**config.mk**
```make
export PLATFORM = sky130hd
export DESIGN_NAME = cfdiv_top
export DESIGN_NICKNAME = d
export VERILOG_FILES = /design/src/rtl/cfdiv_pkg.sv /design/src/rtl/cfdiv_cfg.sv /design/src/rtl/cfdiv_prescaler.sv /design/src/rtl/cfdiv_upcnt.sv /design/src/rtl/cfdiv_ctrl.sv /design/src/rtl/cfdiv_top.sv
export SDC_FILE = /design/constraint.sdc
export NUM_CORES = 1
export LEC_CHECK = 0
export BUFFER_PORTS_ARGS = -buffer_cell sky130_fd_sc_hd__buf_2
export CAP_MARGIN = 20
export CORE_MARGIN = 8
export CORE_UTILIZATION = 52
export CTS_CLUSTER_SIZE = 28
export DETAILED_ROUTE_END_ITERATION = 10
export MAX_ROUTING_LAYER = met4
export PLACE_DENSITY = 0.72
export SETUP_SLACK_MARGIN = 0.5
export SLEW_MARGIN = 20
export SYNTH_ARGS = -nofsm -noshare
export SYNTH_HDL_FRONTEND = slang
export SYNTH_SLANG_ARGS = --single-unit
```
**constraint.sdc**
```tcl
create_clock -name clk_i -period 2.6 [get_ports clk_i]
set_input_delay 0.13 -clock clk_i [delete_from_list [all_inputs] [get_ports clk_i]]
set_output_delay 0.13 -clock clk_i [all_outputs]
set_load 0.01 [all_outputs]
```
**src/rtl/cfdiv_pkg.sv**
```systemverilog
package cfdiv_pkg;
  typedef enum logic {
    PH_FINE   = 1'b0,
    PH_COARSE = 1'b1
  } phase_e;

  localparam int unsigned DEF_CNT_W    = 8;
  localparam int unsigned DEF_PRE_BASE = 32;
endpackage

```
**src/rtl/cfdiv_cfg.sv**
```systemverilog
module cfdiv_cfg #(
  parameter int unsigned CNT_W = cfdiv_pkg::DEF_CNT_W
) (
  input  logic             clk_i,
  input  logic             rst_ni,
  input  logic [CNT_W-1:0] coarse_i,
  input  logic [CNT_W-1:0] fine_i,
  input  logic             reload_i,
  output logic [CNT_W-1:0] cr_o,
  output logic [CNT_W-1:0] fr_o,
  output logic             run_o,
  output logic             err_o
);
  logic             wait_q;
  logic [CNT_W-1:0] cr_q, fr_q;
  logic             cfg_ok, take;

  // fine target is 2*FR, compared one bit wider than the counter
  assign cfg_ok = (fr_q != '0) && ({fr_q, 1'b0} < {1'b0, cr_q});
  assign take   = wait_q || !cfg_ok || reload_i;

  always_ff @(posedge clk_i or negedge rst_ni) begin
    if (!rst_ni) begin
      wait_q <= 1'b1;
      cr_q   <= '0;
      fr_q   <= '0;
    end else begin
      wait_q <= 1'b0;
      if (take) begin
        cr_q <= coarse_i;
        fr_q <= fine_i;
      end
    end
  end

  assign cr_o  = cr_q;
  assign fr_o  = fr_q;
  assign run_o = !wait_q && cfg_ok;
  assign err_o = !wait_q && !cfg_ok;
endmodule

```
**src/rtl/cfdiv_prescaler.sv**
```systemverilog
module cfdiv_prescaler #(
  parameter int unsigned PRE_BASE = cfdiv_pkg::DEF_PRE_BASE
) (
  input  logic clk_i,
  input  logic rst_ni,
  input  logic run_i,
  input  logic mc_i,
  output logic tick_o
);
  localparam int unsigned PRE_W = $clog2(PRE_BASE + 1);

  logic [PRE_W-1:0] pre_q;
  logic [PRE_W-1:0] term;

  // modulus PRE_BASE+1 when mc_i is set, PRE_BASE otherwise
  assign term   = mc_i ? PRE_W'(PRE_BASE) : PRE_W'(PRE_BASE - 1);
  assign tick_o = run_i && (pre_q == term);

  always_ff @(posedge clk_i or negedge rst_ni) begin
    if (!rst_ni)          pre_q <= '0;
    else if (!run_i)      pre_q <= '0;
    else if (pre_q == term) pre_q <= '0;
    else                  pre_q <= pre_q + 1'b1;
  end
endmodule

```
**src/rtl/cfdiv_upcnt.sv**
```systemverilog
module cfdiv_upcnt #(
  parameter int unsigned CNT_W = cfdiv_pkg::DEF_CNT_W
) (
  input  logic             clk_i,
  input  logic             rst_ni,
  input  logic             clr_i,
  input  logic             inc_i,
  output logic [CNT_W-1:0] cnt_o,
  output logic [CNT_W:0]   nxt_o
);
  logic [CNT_W-1:0] cnt_q;

  assign nxt_o = {1'b0, cnt_q} + 1'b1;
  assign cnt_o = cnt_q;

  always_ff @(posedge clk_i or negedge rst_ni) begin
    if (!rst_ni)    cnt_q <= '0;
    else if (clr_i) cnt_q <= '0;
    else if (inc_i) cnt_q <= nxt_o[CNT_W-1:0];
  end
endmodule

```
**src/rtl/cfdiv_ctrl.sv**
```systemverilog
module cfdiv_ctrl
  import cfdiv_pkg::*;
#(
  parameter int unsigned CNT_W = cfdiv_pkg::DEF_CNT_W
) (
  input  logic             clk_i,
  input  logic             rst_ni,
  input  logic             run_i,
  input  logic             tick_i,
  input  logic [CNT_W:0]   nxt_i,
  input  logic [CNT_W-1:0] cr_i,
  input  logic [CNT_W-1:0] fr_i,
  output logic             sel_o,
  output logic             mc_o,
  output logic             fine_hit_o,
  output logic             coarse_hit_o,
  output logic             out_o
);
  localparam int unsigned CMP_W = CNT_W + 1;

  phase_e           phase_q;
  logic             mc_q, out_q;
  logic [CMP_W-1:0] operand;
  logic [CMP_W-1:0] same;
  logic             eq, hit;

  assign operand = (phase_q == PH_COARSE) ? {1'b0, cr_i} : {fr_i, 1'b0};

  // shared comparator, one bit cell per position
  for (genvar i = 0; i < CMP_W; i++) begin : g_cmp
    assign same[i] = ~(operand[i] ^ nxt_i[i]);
  end
  assign eq = &same;

  // only the prescaler enable qualifies a match: one pulse per counter step
  assign hit          = tick_i && eq;
  assign fine_hit_o   = hit && (phase_q == PH_FINE);
  assign coarse_hit_o = hit && (phase_q == PH_COARSE);

  always_ff @(posedge clk_i or negedge rst_ni) begin
    if (!rst_ni) begin
      phase_q <= PH_FINE;
      mc_q    <= 1'b1;
      out_q   <= 1'b0;
    end else if (!run_i) begin
      phase_q <= PH_FINE;
      mc_q    <= 1'b1;
      out_q   <= 1'b0;
    end else if (fine_hit_o) begin
      phase_q <= PH_COARSE;
      mc_q    <= 1'b0;
      out_q   <= ~out_q;
    end else if (coarse_hit_o) begin
      phase_q <= PH_FINE;
      mc_q    <= 1'b1;
      out_q   <= ~out_q;
    end
  end

  assign sel_o = (phase_q == PH_COARSE);
  assign mc_o  = mc_q;
  assign out_o = out_q;
endmodule

```
**src/rtl/cfdiv_top.sv**
```systemverilog
module cfdiv_top #(
  parameter int unsigned CNT_W    = cfdiv_pkg::DEF_CNT_W,
  parameter int unsigned PRE_BASE = cfdiv_pkg::DEF_PRE_BASE
) (
  input  logic             clk_i,
  input  logic             rst_ni,
  input  logic [CNT_W-1:0] coarse_i,
  input  logic [CNT_W-1:0] fine_i,
  output logic             clk_o,
  output logic             err_o
);
  logic [CNT_W-1:0] cr_q, fr_q, up_cnt;
  logic [CNT_W:0]   up_nxt;
  logic             run, tick, sel, mc, fine_hit, coarse_hit;

  cfdiv_cfg #(.CNT_W(CNT_W)) u_cfg (
    .clk_i    (clk_i),
    .rst_ni   (rst_ni),
    .coarse_i (coarse_i),
    .fine_i   (fine_i),
    .reload_i (coarse_hit),
    .cr_o     (cr_q),
    .fr_o     (fr_q),
    .run_o    (run),
    .err_o    (err_o)
  );

  cfdiv_prescaler #(.PRE_BASE(PRE_BASE)) u_pre (
    .clk_i  (clk_i),
    .rst_ni (rst_ni),
    .run_i  (run),
    .mc_i   (mc),
    .tick_o (tick)
  );

  cfdiv_upcnt #(.CNT_W(CNT_W)) u_cnt (
    .clk_i  (clk_i),
    .rst_ni (rst_ni),
    .clr_i  (!run || coarse_hit),
    .inc_i  (tick),
    .cnt_o  (up_cnt),
    .nxt_o  (up_nxt)
  );

  cfdiv_ctrl #(.CNT_W(CNT_W)) u_ctrl (
    .clk_i        (clk_i),
    .rst_ni       (rst_ni),
    .run_i        (run),
    .tick_i       (tick),
    .nxt_i        (up_nxt),
    .cr_i         (cr_q),
    .fr_i         (fr_q),
    .sel_o        (sel),
    .mc_o         (mc),
    .fine_hit_o   (fine_hit),
    .coarse_hit_o (coarse_hit),
    .out_o        (clk_o)
  );
endmodule

```
==> metrics.md, run 1 <==
| Metric | Value |
|---|---|
| Status | finished, final reports clean |
| Core Util, Final | 0.683 |
| Final hold violation count | 0 |
| Die area | 6020 µm² |
| Slowest stage delay, CP | between 0.4 and 0.5 ns |
| Compound-Gate Fraction of Synth Area | 0.0521 |
| Post-Synth XOR/XNOR Area | 0.124 |
| Area delta synth->final | 26.9% |
| Multiplexer area fraction after synthesis | 0.140 |
| DRC errors left | 0 |
| Final Max Tran Viols | 0 |
| WP data arrival | between 2 and 2.5 ns |
| EDFF count, synth | 0 |
| Total chip power | approximately 0.0014 W |
| Tcrit/Tclk final | 0.864 |
| Via count | roughly 1.4k |
| Latest clock arrival within the worst-skew pair | 0.29 ns |
| RSZ-0062 raised after global routing | true |
| WL per Instance | 16.4 µm |
| Post-Route WL | around 4.3 mm |
| Fmax | 445 MHz |
| Clk buf depth | 2 |
| Via-to-Cell Ratio | 5.32 |
| Most frequent cells in the layout | dfrtp_1, buf_2, xnor2_1 |
| Top_reg_cell synth | dfrtp_1 |
| CTS HTree Levels | 2 |
| Clk sink count | 34 |
| CTS tree | built |
| Most used cell, CP | buf_6 |
| DP Worst Slack | 0.231 ns |
| Num CTS Buffers | 5 |
| Clk_skew | 0.00924 ns |
| Startpoint type of the worst setup path | register |
| CTS clock-pin slew for the worst setup and hold paths | 0.07 ns |
| Worst Setup Slack, final | about 0.35 ns |
| Global-route wire length before repair | just under 7 mm |
| I/O pin cnt | 20 |
| Post-Synth Adder-Cell Area | 0.0571 |
| Cell family with most CP delay | simple AND/OR/NAND/NOR gates |
| Layout cell share with drive strength beyond 1 | 0.442 |
| Worst EP required | approximately 2.8 ns |
| Crit-path cells | mux2i_1 -> xor2_1 -> xnor2_1 -> nand4_2 -> nor3_4 -> a21oi_4 -> buf_4 -> buf_6 -> buf_6 -> and2_1 |
| Synthesized cell area | 1970 µm² |
| Die width | 77.6 µm |
| Minimum clock period | 2.25 ns |
| Largest net degree at the start of global routing | 35 |
| Post-route ant nets | 0 |
| Peak supply drop | 399 µV |
| Drt pass-1 iters | 4 |
| Max cap viols | 0 |
| Slowest cell on crit path | dfrtp_2 |
| Setup CP Type | reg2reg |
| Final HPWL DP | 2.80 mm |
| Diodes inserted | 0 |
| Cell row count | 22 |
| Syn_area_per_cell | between 10 and 15 µm² |
| Setup TNS | 0 ns |
| Hold_ws | 0.0614 ns |
| Power Density | between 500 and 600 nW/µm² |
| Worst hold-check path type | in2reg |
| Vias in the first global route | 1461 |
| Slew HR | 0.495 |
| Count of cell types in the netlist | 39 |
| Initial detailed-routing violation count | 98 |
| Post-synth ARST share | 1.00 |
| Largest family of logic cells by synthesized area | simple AND/OR/NAND/NOR gates |
| Port bufs | 19 |
| Crit path max fanout | 8 |
| Die Height | just under 80 µm |
| CP endpoint kind | register |
| Final setup violation count | 0 |
| Net count after synthesis | roughly 200 |
| Total core area | 3660 µm² |
| Most common cell after layout, fill and taps aside | dfrtp_1 |
| Global route overflow | 0 |
| Static leakage | 1.16 nW |
| #FFs+latches synth | 34 |
| Post-Synthesis Cells | 172 |
| Worst slew pin tran | 0.757 ns |
| Initial Util | 0.538 |
| Bufs and invs on worst path | 3 |
| GP Congestion | 0.864 |
| Sequential share of the synthesized area | 0.433 |
| Initial antenna violation count | 0 |
| GR Util All Layers | 0.149 |
| Synth Warn # | 0 |
| CTS Root Cell | clkbuf_8 |
| Post-layout nets | 241 |
| Post-synthesis simple-gate area fraction | 0.156 |
[stage by stage]
stage	instances	cell area [µm²]
2_1_floorplan	172	1990
3_3_place_gp	239	2150
3_5_place_dp	239	2150
4_1_cts	259	2390
5_1_grt	263	2500
6_report	263	2500
[layout make-up]
class / instances / area [µm²]
clock buffers: 8 / 110
fillers: 265 / 1160
inverters: 10 / 37.5
multi-input cells: 124 / 1150
flip-flops and latches: 34 / 860
well taps: 48 / 60.1
repair buffers: 39 / 279
[worst paths after layout]
check                      cells after the start  slack (ns)           start        endpoint
min in group asynchronous                      2        0.44          rst_ni  u_pre.pre_q[4]
setup reg to reg                              10        0.35    u_ctrl.sel_o  u_cnt.cnt_o[4]
hold reg to reg                                1        0.54  u_pre.pre_q[0]  u_pre.pre_q[0]
setup / recovery                              10        0.35    u_ctrl.sel_o  u_cnt.cnt_o[4]
hold / removal                                 2        0.06       fine_i[7]   u_cfg.fr_o[7]
max in group asynchronous                      2        1.62          rst_ni    u_ctrl.sel_o
[report_power, final]
part / internal (W) / total (W) / switching, W
Clock: 0.000268 / 0.000464 / 0.000196
Sequential: 0.000568 / 0.000611 / 0.0000430
Combinational: 0.000183 / 0.000323 / 0.000140
[sequential cells by signal, summed over array words and instances (netlist names)]
name / count
u_cfg.fr_o: 8
u_pre.pre_q: 6
u_ctrl.mc_o: 1
u_ctrl.sel_o: 1
u_cfg.cr_o: 8
u_cnt.cnt_o: 8
u_cfg.wait_q: 1
u_ctrl.out_o: 1
[metal layers]
metal,track usage,up-vias,part of all wire
met5,-,-,0
met4,0.0774,0,0.024
li1,-,664,-
met3,0.0426,10,0.040
met2,0.241,42,0.51
met1,0.164,683,0.42
[worst register-to-register path, delay by kind of cell (launching register included)]
kind / cells / cell delay [ns]
and+or+nand+nor: 3 / 0.55
DFF: 1 / 0.48
buffers and inverters: 3 / 0.37
xor gates and xnor gates: 2 / 0.36
muxes: 1 / 0.27
AOI/OAI and AO/OA: 1 / 0.12
[cells by family after synthesis]
logic type / after synthesis
mux: 22
xor+xnor: 28
compound gates: 12
fa+ha+maj: 9
other cells: 1
buf+inv: 14
flops: 34
simple gates: 52
[synthesized netlist by cell type (5+ instances only)]
master / instances / area share
xnor2_1: 17 / 0.076
xor2_1: 11 / 0.049
inv_1: 10 / 0.019
nand3_1: 7 / 0.018
mux2i_1: 7 / 0.036
nor2b_1: 5 / 0.016
nand2_1: 6 / 0.011
nor2_1: 12 / 0.023
mux2_2: 5 / 0.029
and2_1: 6 / 0.019
mux2_4: 10 / 0.076
ha_1: 9 / 0.057
dfrtp_1: 32 / 0.41
[repair_timing]
| action | in CTS | in global routing |
|---|---|---|
| endpoints found under the hold margin | 32 | 0 |
| pin swaps | 3 | 11 |
| gates resized for setup | 11 | 24 |
| hold buffers | 1 | 0 |
| cloned | 1 | 0 |
| buffers inserted | 10 | 4 |
| setup endpoints to repair | 29 | 30 |
Power figures use the tool's default switching activity.
==> inputs of run 2 (changes only) <==
--- a/config.mk
+++ b/config.mk
@@ -8,11 +8,11 @@
 export BUFFER_PORTS_ARGS = -buffer_cell sky130_fd_sc_hd__buf_2
 export CAP_MARGIN = 20
 export CORE_MARGIN = 8
-export CORE_UTILIZATION = 52
+export CORE_UTILIZATION = 58
 export CTS_CLUSTER_SIZE = 28
 export DETAILED_ROUTE_END_ITERATION = 10
 export MAX_ROUTING_LAYER = met4
-export PLACE_DENSITY = 0.72
+export PLACE_DENSITY = 0.79
 export SETUP_SLACK_MARGIN = 0.5
 export SLEW_MARGIN = 20
 export SYNTH_ARGS = -nofsm -noshare
==> run 2 against run 1 <==
Via count grew 6.1%. First-iteration DRC count shrank 1.0%. Register-to-register slack lost 0.08 ns. Largest power group unchanged.
==> metrics.md, run 2 (synthesis gave the netlist of run 1 again) <==
| Metric | Value |
|---|---|
| Post-route ant nets | 0 (unchanged) |
| Clk buf depth | 2 (unchanged) |
| Die area | 5520 µm² (-8.3%) |
| I/O pin cnt | 20 (unchanged) |
| Fin area | 2600 µm² (+3.9%) |
| CP endpoint kind | register |
| Static leakage | 1.19 nW (+3.0%) |
| RSZ-0062 raised after global routing | true |
| Multi-input logic area | 1230 µm² (+6.3%) |
| GR Util All Layers | 0.177 (+0.0279) |
| Status | finished, final reports clean |
| CTS tree | built |
| Initial Util | 0.595 (+0.0570) |
| Vias in the first global route | 1503 (+2.9%) |
| GP Congestion | 0.841 (-2.6%) |
| Setup TNS | 0 ns (unchanged) |
| CTS HTree Levels | 2 (unchanged) |
| Worst slew pin tran | 0.762 ns (+0.00499 ns) |
| Most common cell after layout, fill and taps aside | dfrtp_1 |
| Setup CP Type | reg2reg |
| Area delta synth->final | 31.8% |
| Clk sink count | 34 (unchanged) |
| WP data arrival | 2.57 ns (+0.14 ns) |
| Max cap viols | 0 (unchanged) |
| Num CTS Buffers | 5 (unchanged) |
| Worst hold-check path type | in2reg |
| Hold_ws | 0.00308 ns (-0.0583 ns) |
| CTS clock-pin slew for the worst setup and hold paths | 0.11 ns (+0.04 ns) |
| Cell family with most CP delay | multiplexers |
| Layout cell share with drive strength beyond 1 | 0.460 (+0.0180) |
| Die width | 74.3 µm (-4.2%) |
| Die Height | 74.3 µm (-4.2%) |
| Final Max Tran Viols | 0 (unchanged) |
| Via count | 1484 (+6.1%) |
| Startpoint type of the worst setup path | register |
| Core Util, Final | 0.785 (+0.101) |
| Clk_skew | 0.0123 ns (+0.00302 ns) |
| Slowest cell on crit path | dfrtp_2 |
| Worst EP required | 2.84 ns (+0.06 ns) |
| Placed cell area | 2150 µm² (unchanged) |
| Slowest stage delay, CP | 0.52 ns (+0.04 ns) |
| Crit-path cells | buf_6 -> mux2i_4 -> xnor2_2 -> buf_4 -> a31oi_4 -> nor3_4 -> buf_6 -> a21oi_4 -> mux2_4 |
| Cell row count | 21 (-4.5%) |
| Register area | 857 µm² (-0.29%) |
| CTS Root Cell | clkbuf_4 |
| Initial detailed-routing violation count | 97 (-1.0%) |
| Global route overflow | 0 (unchanged) |
| Fill cells | 184 (-31%) |
| Global-route wire length before repair | 7.21 mm (+3.9%) |
| Slew HR | 0.492 (-0.00332) |
| DRC errors left | 0 (unchanged) |
| Slack of the worst reg-to-reg path | 0.28 ns (-0.08 ns) |
| Total chip power | 0.00130 W (-6.8%) |
| Fmax | 431 MHz (-3.3%) |
| Minimum clock period | 2.32 ns (+0.0758 ns) |
| Tcrit/Tclk final | 0.893 (+0.0292) |
| WL per Instance | 17.5 µm (+6.4%) |
| Total core area | 3310 µm² (-9.6%) |
| Port bufs | 19 (unchanged) |
| Most used cell, CP | buf_6 |
| Post-layout nets | 250 (+3.7%) |
| Bufs and invs on worst path | 3 (unchanged) |
| Final setup violation count | 0 (unchanged) |
| Diodes inserted | 0 (unchanged) |
| Most frequent cells in the layout | dfrtp_1, buf_2, xnor2_1 |
| Final HPWL DP | 2.78 mm (-0.64%) |
| Power Density | 501 nW/µm² (-10%) |
| Initial antenna violation count | 0 (unchanged) |
| Drt pass-1 iters | 4 (unchanged) |
| Post-Route WL | 4.72 mm (+9.2%) |
| Latest clock arrival within the worst-skew pair | 0.36 ns (+0.07 ns) |
| Peak supply drop | 400 µV (+0.17%) |
| Crit path max fanout | 6 (-2) |
| Largest net degree at the start of global routing | 35 (unchanged) |
| Final hold violation count | 0 (unchanged) |
| Via-to-Cell Ratio | 5.50 (+3.3%) |
## run 2: changes by cell type in the layout (fill, tap and decap cells not counted), sizes merged
| cell | change |
|---|---|
| clkbuf | -1 |
| buf | +2 |
| a21oi | +1 |
| clkinv | +1 |
| dlygate4sd3 | +6 |
## run 2: stage by stage
step	cells	worst slack [ns]
after floorplan	172	0.420
after global placement	239	0.0232
after detailed placement	239	-0.154
after CTS	266	0.336
after global routing	270	0.239
final	270	0.278
## run 2: area by class of cell
type / count / area share
clock inverters: 1 / 0.00193
multi-input cells: 125 / 0.473
clock buffers: 7 / 0.0212
flip-flops and latches: 34 / 0.330
repair buffers: 47 / 0.138
well taps: 46 / 0.0222
inverters: 10 / 0.0145
## run 2: final timing paths
check | endpoint | cells past startpoint | startpoint
worst max-delay path | u_cfg.cr_o[3] | 9 | u_ctrl.sel_o
worst min-delay path | u_cfg.cr_o[1] | 2 | coarse_i[1]
worst max register to register | u_cfg.cr_o[3] | 9 | u_ctrl.sel_o
worst min register to register | u_pre.pre_q[0] | 1 | u_pre.pre_q[0]
max in group asynchronous | u_cfg.fr_o[2] | 2 | rst_ni
min in group asynchronous | u_pre.pre_q[2] | 2 | rst_ni
## run 2: report_power, final
group          internal, W  total, W  switching (W)
clock network     0.000131  0.000316       0.000185
registers         0.000568  0.000619      0.0000509
logic             0.000204  0.000368       0.000164
total             0.000903   0.00130       0.000400
## run 2: worst register-to-register path, cell delays in order, from the launching register on
cell and delay, ns:
dfrtp_2 0.52, buf_6 0.15, mux2i_4 0.26, xnor2_2 0.13, buf_4 0.16, a31oi_4 0.20, nor3_4 0.07, buf_6 0.12
a21oi_4 0.27, mux2_4 0.33
## run 2: metal layers
metal / vias up / GRT usage / wire (µm)
li1: 682 / - / -
met1: 750 / 0.203 / 1990
met2: 42 / 0.286 / 2490
met3: 10 / 0.0472 / 138
met4: 0 / 0.0761 / 99
met5: - / - / 0
## run 2: what timing repair did
item	CTS	global route
buffers inserted	12	3
hold buffers	6	1
endpoints found under the hold margin	37	1
pin swaps	8	13
gates cloned	1	0
gates resized for setup	19	24
endpoints found under the setup margin	32	33
==> inputs of run 3 (changes only) <==
--- a/config.mk
+++ b/config.mk
@@ -7,6 +7,7 @@
 export LEC_CHECK = 0
 export BUFFER_PORTS_ARGS = -buffer_cell sky130_fd_sc_hd__buf_2
 export CAP_MARGIN = 20
+export CORE_ASPECT_RATIO = 1.75
 export CORE_MARGIN = 8
 export CORE_UTILIZATION = 58
 export CTS_CLUSTER_SIZE = 28
==> run 3 against run 2 <==
Global-route usage about the same. Clock skew decreased by 0.0064 ns. Cell count decreased by 3.7%.
==> metrics.md, run 3 (synthesis gave the netlist of run 1 again) <==
| Metric | Value |
|---|---|
| RSZ-0062 raised after global routing | true |
| Peak supply drop | 450 µV (+13%) |
| CP endpoint kind | register |
| CTS HTree Levels | 2 (unchanged) |
| WP data arrival | 2.55 ns (-0.02 ns) |
| Global-route wire length before repair | 7.37 mm (+2.2%) |
| GR Util All Layers | 0.177 (about the same) |
| DR top layer | met4 |
| Cell family with most CP delay | compound AO/OA/AOI/OAI gates |
| Worst EP required | 2.77 ns (-0.07 ns) |
| Area delta synth->final | 25.4% |
| Num CTS Buffers | 5 (unchanged) |
| Post-layout nets | 241 (-3.6%) |
| Diodes inserted | 0 (unchanged) |
| Cell row count | 28 (+33%) |
| GP Congestion | 0.861 (+2.4%) |
| Drt pass-1 iters | 4 (unchanged) |
| Crit-path cells | inv_1 -> ha_1 -> nor2b_1 -> o31ai_1 -> a21oi_1 -> o21ai_1 -> nand2_2 -> a21oi_4 -> buf_8 -> mux2_4 |
| CTS tree | built |
| Layout cell share with drive strength beyond 1 | 0.400 (-0.0598) |
| Clk buf depth | 2 (unchanged) |
| Slew HR | 0.497 (+0.00534) |
| Static leakage | 1.15 nW (-3.5%) |
| Port bufs | 19 (unchanged) |
| Sum of routed wire segments on met1 | 1.63 mm (-18%) |
| Bufs and invs on worst path | 2 (-1) |
| Clk_skew | 0.00585 ns (-0.00641 ns) |
| Routed wl met3 | 116 µm (-16%) |
| Worst r2r src | u_cfg.cr_o[1] |
| Vias in the first global route | 1638 (+9.0%) |
| CTS clock-pin slew for the worst setup and hold paths | 0.07 ns (-0.04 ns) |
| Die width | 60.1 µm (-19%) |
| Slowest stage delay, CP | 0.35 ns (-0.17 ns) |
| WL per Instance | 17.4 µm (-0.54%) |
| Worst Setup SP | u_cfg.cr_o[1] |
| Via count | 1448 (-2.4%) |
| Fmax | 421 MHz (-2.4%) |
| DR WL met2 | 2.64 mm (+6.0%) |
| Initial Util | 0.592 (-0.00313) |
| Via-to-Cell Ratio | 5.57 (+1.3%) |
| Initial antenna violation count | 0 (unchanged) |
| Startpoint type of the worst setup path | register |
| CTS Root Cell | clkbuf_8 |
| Final HPWL DP | 2.95 mm (+5.9%) |
| Total core area | 3330 µm² (+0.53%) |
| Worst hold-check path type | in2reg |
| Power Density | 544 nW/µm² (+8.5%) |
| Crit path max fanout | 13 (+7) |
| Clk sink count | 34 (unchanged) |
| Most frequent cells in the layout | dfrtp_1, buf_2, xnor2_1, mux2_4, buf_4 |
| Fin area | 2470 µm² (-4.9%) |
| Tcrit/Tclk final | 0.915 (+0.0217) |
| Placed cell area | 2140 µm² (-0.76%) |
| Post-route ant nets | 0 (unchanged) |
| Initial detailed-routing violation count | 42 (-57%) |
| Max cap viols | 0 (unchanged) |
| DRC errors left | 0 (unchanged) |
| Setup TNS | 0 ns (unchanged) |
| Latest clock arrival within the worst-skew pair | 0.29 ns (-0.07 ns) |
| Die area | 5590 µm² (+1.3%) |
| Worst slew pin tran | 0.754 ns (-0.00801 ns) |
| Slowest cell on crit path | dfrtp_1 |
| Global route overflow | 0 (unchanged) |
| Status | finished, final reports clean |
| Final Max Tran Viols | 0 (unchanged) |
| Minimum clock period | 2.38 ns (+0.0565 ns) |
| Min-delay src | coarse_i[6] |
| Final setup violation count | 0 (unchanged) |
| Final hold violation count | 0 (unchanged) |
| Most common cell after layout, fill and taps aside | dfrtp_1 |
| I/O pin cnt | 20 (unchanged) |
| Setup CP Type | reg2reg |
| Largest net degree at the start of global routing | 35 (unchanged) |
| Post-Route WL | 4.52 mm (-4.2%) |
| Die Height | 93.1 µm (+25%) |
-- run 3: changes by cell type in the layout (fill, tap and decap cells not counted), sizes merged --
cell,before,now
clkinvlp,0,1
a21oi,5,4
dlygate4sd3,7,1
buf,40,37
-- run 3: per-stage QoR --
stage	instances	hold slack, ns	power (W)	util	worst slack, ns
2_1_floorplan	172	-0.166	0.000791	-	0.420
3_3_place_gp	236	0.214	0.000849	0.642	0.235
5_1_grt	260	0.0698	0.00140	0.742	0.0655
6_report	260	0.0749	0.00134	0.742	0.222
3_5_place_dp	236	0.239	0.000867	0.642	0.164
4_1_cts	257	0.0667	0.00132	0.717	0.346
-- run 3: timing repair --
action,in CTS,in global routing
endpoints found under the setup margin,27,33
hold buffers,1,0
buffers inserted,11,3
gates cloned,1,0
pin swaps,9,13
resized for setup,12,19
hold endpoints to repair,32,0
-- run 3: where the power goes --
part	internal, W	total (W)	switching [W]
combinational	0.000177	0.000324	0.000148
clock	0.000213	0.000406	0.000194
sequential	0.000568	0.000614	0.0000459
-- run 3: cell type report --
cell class | instances | area, µm²
timing repair buffer | 39 | 292
clock buffer | 6 | 82.6
sequential | 34 | 857
tap | 45 | 56.3
fill | 210 | 857
inverter | 10 | 37.5
clock inverter | 2 | 12.5
multi-input combinational | 124 | 1130
-- run 3: worst reg2reg max path, delay by kind of cell, from the launching register on --
family / cells / cell delay (ns)
buffers and inverters: 2 / 0.25
muxes: 1 / 0.32
and+or+nand+nor: 2 / 0.25
adders and majority gates: 1 / 0.29
AOI/OAI and AO/OA: 4 / 0.82
DFF: 1 / 0.35
-- run 3: path summary, 6_finish.rpt --
check | endpoint | slack [ns] | cells after the start
min in group asynchronous | u_cnt.cnt_o[4] | 0.44 | 2
setup reg to reg | u_cfg.cr_o[1] | 0.22 | 10
hold reg to reg | u_pre.pre_q[0] | 0.51 | 1
max in group asynchronous | u_ctrl.sel_o | 1.63 | 2
hold / removal | u_cfg.cr_o[6] | 0.07 | 2
setup / recovery | u_cfg.cr_o[1] | 0.22 | 10
-- run 3: metal layers --
metal | vias up | track usage
li1 | 666 | -
met1 | 736 | 0.164
met2 | 33 | 0.326
met3 | 13 | 0.0344
met4 | 0 | 0.0882
met5 | - | -
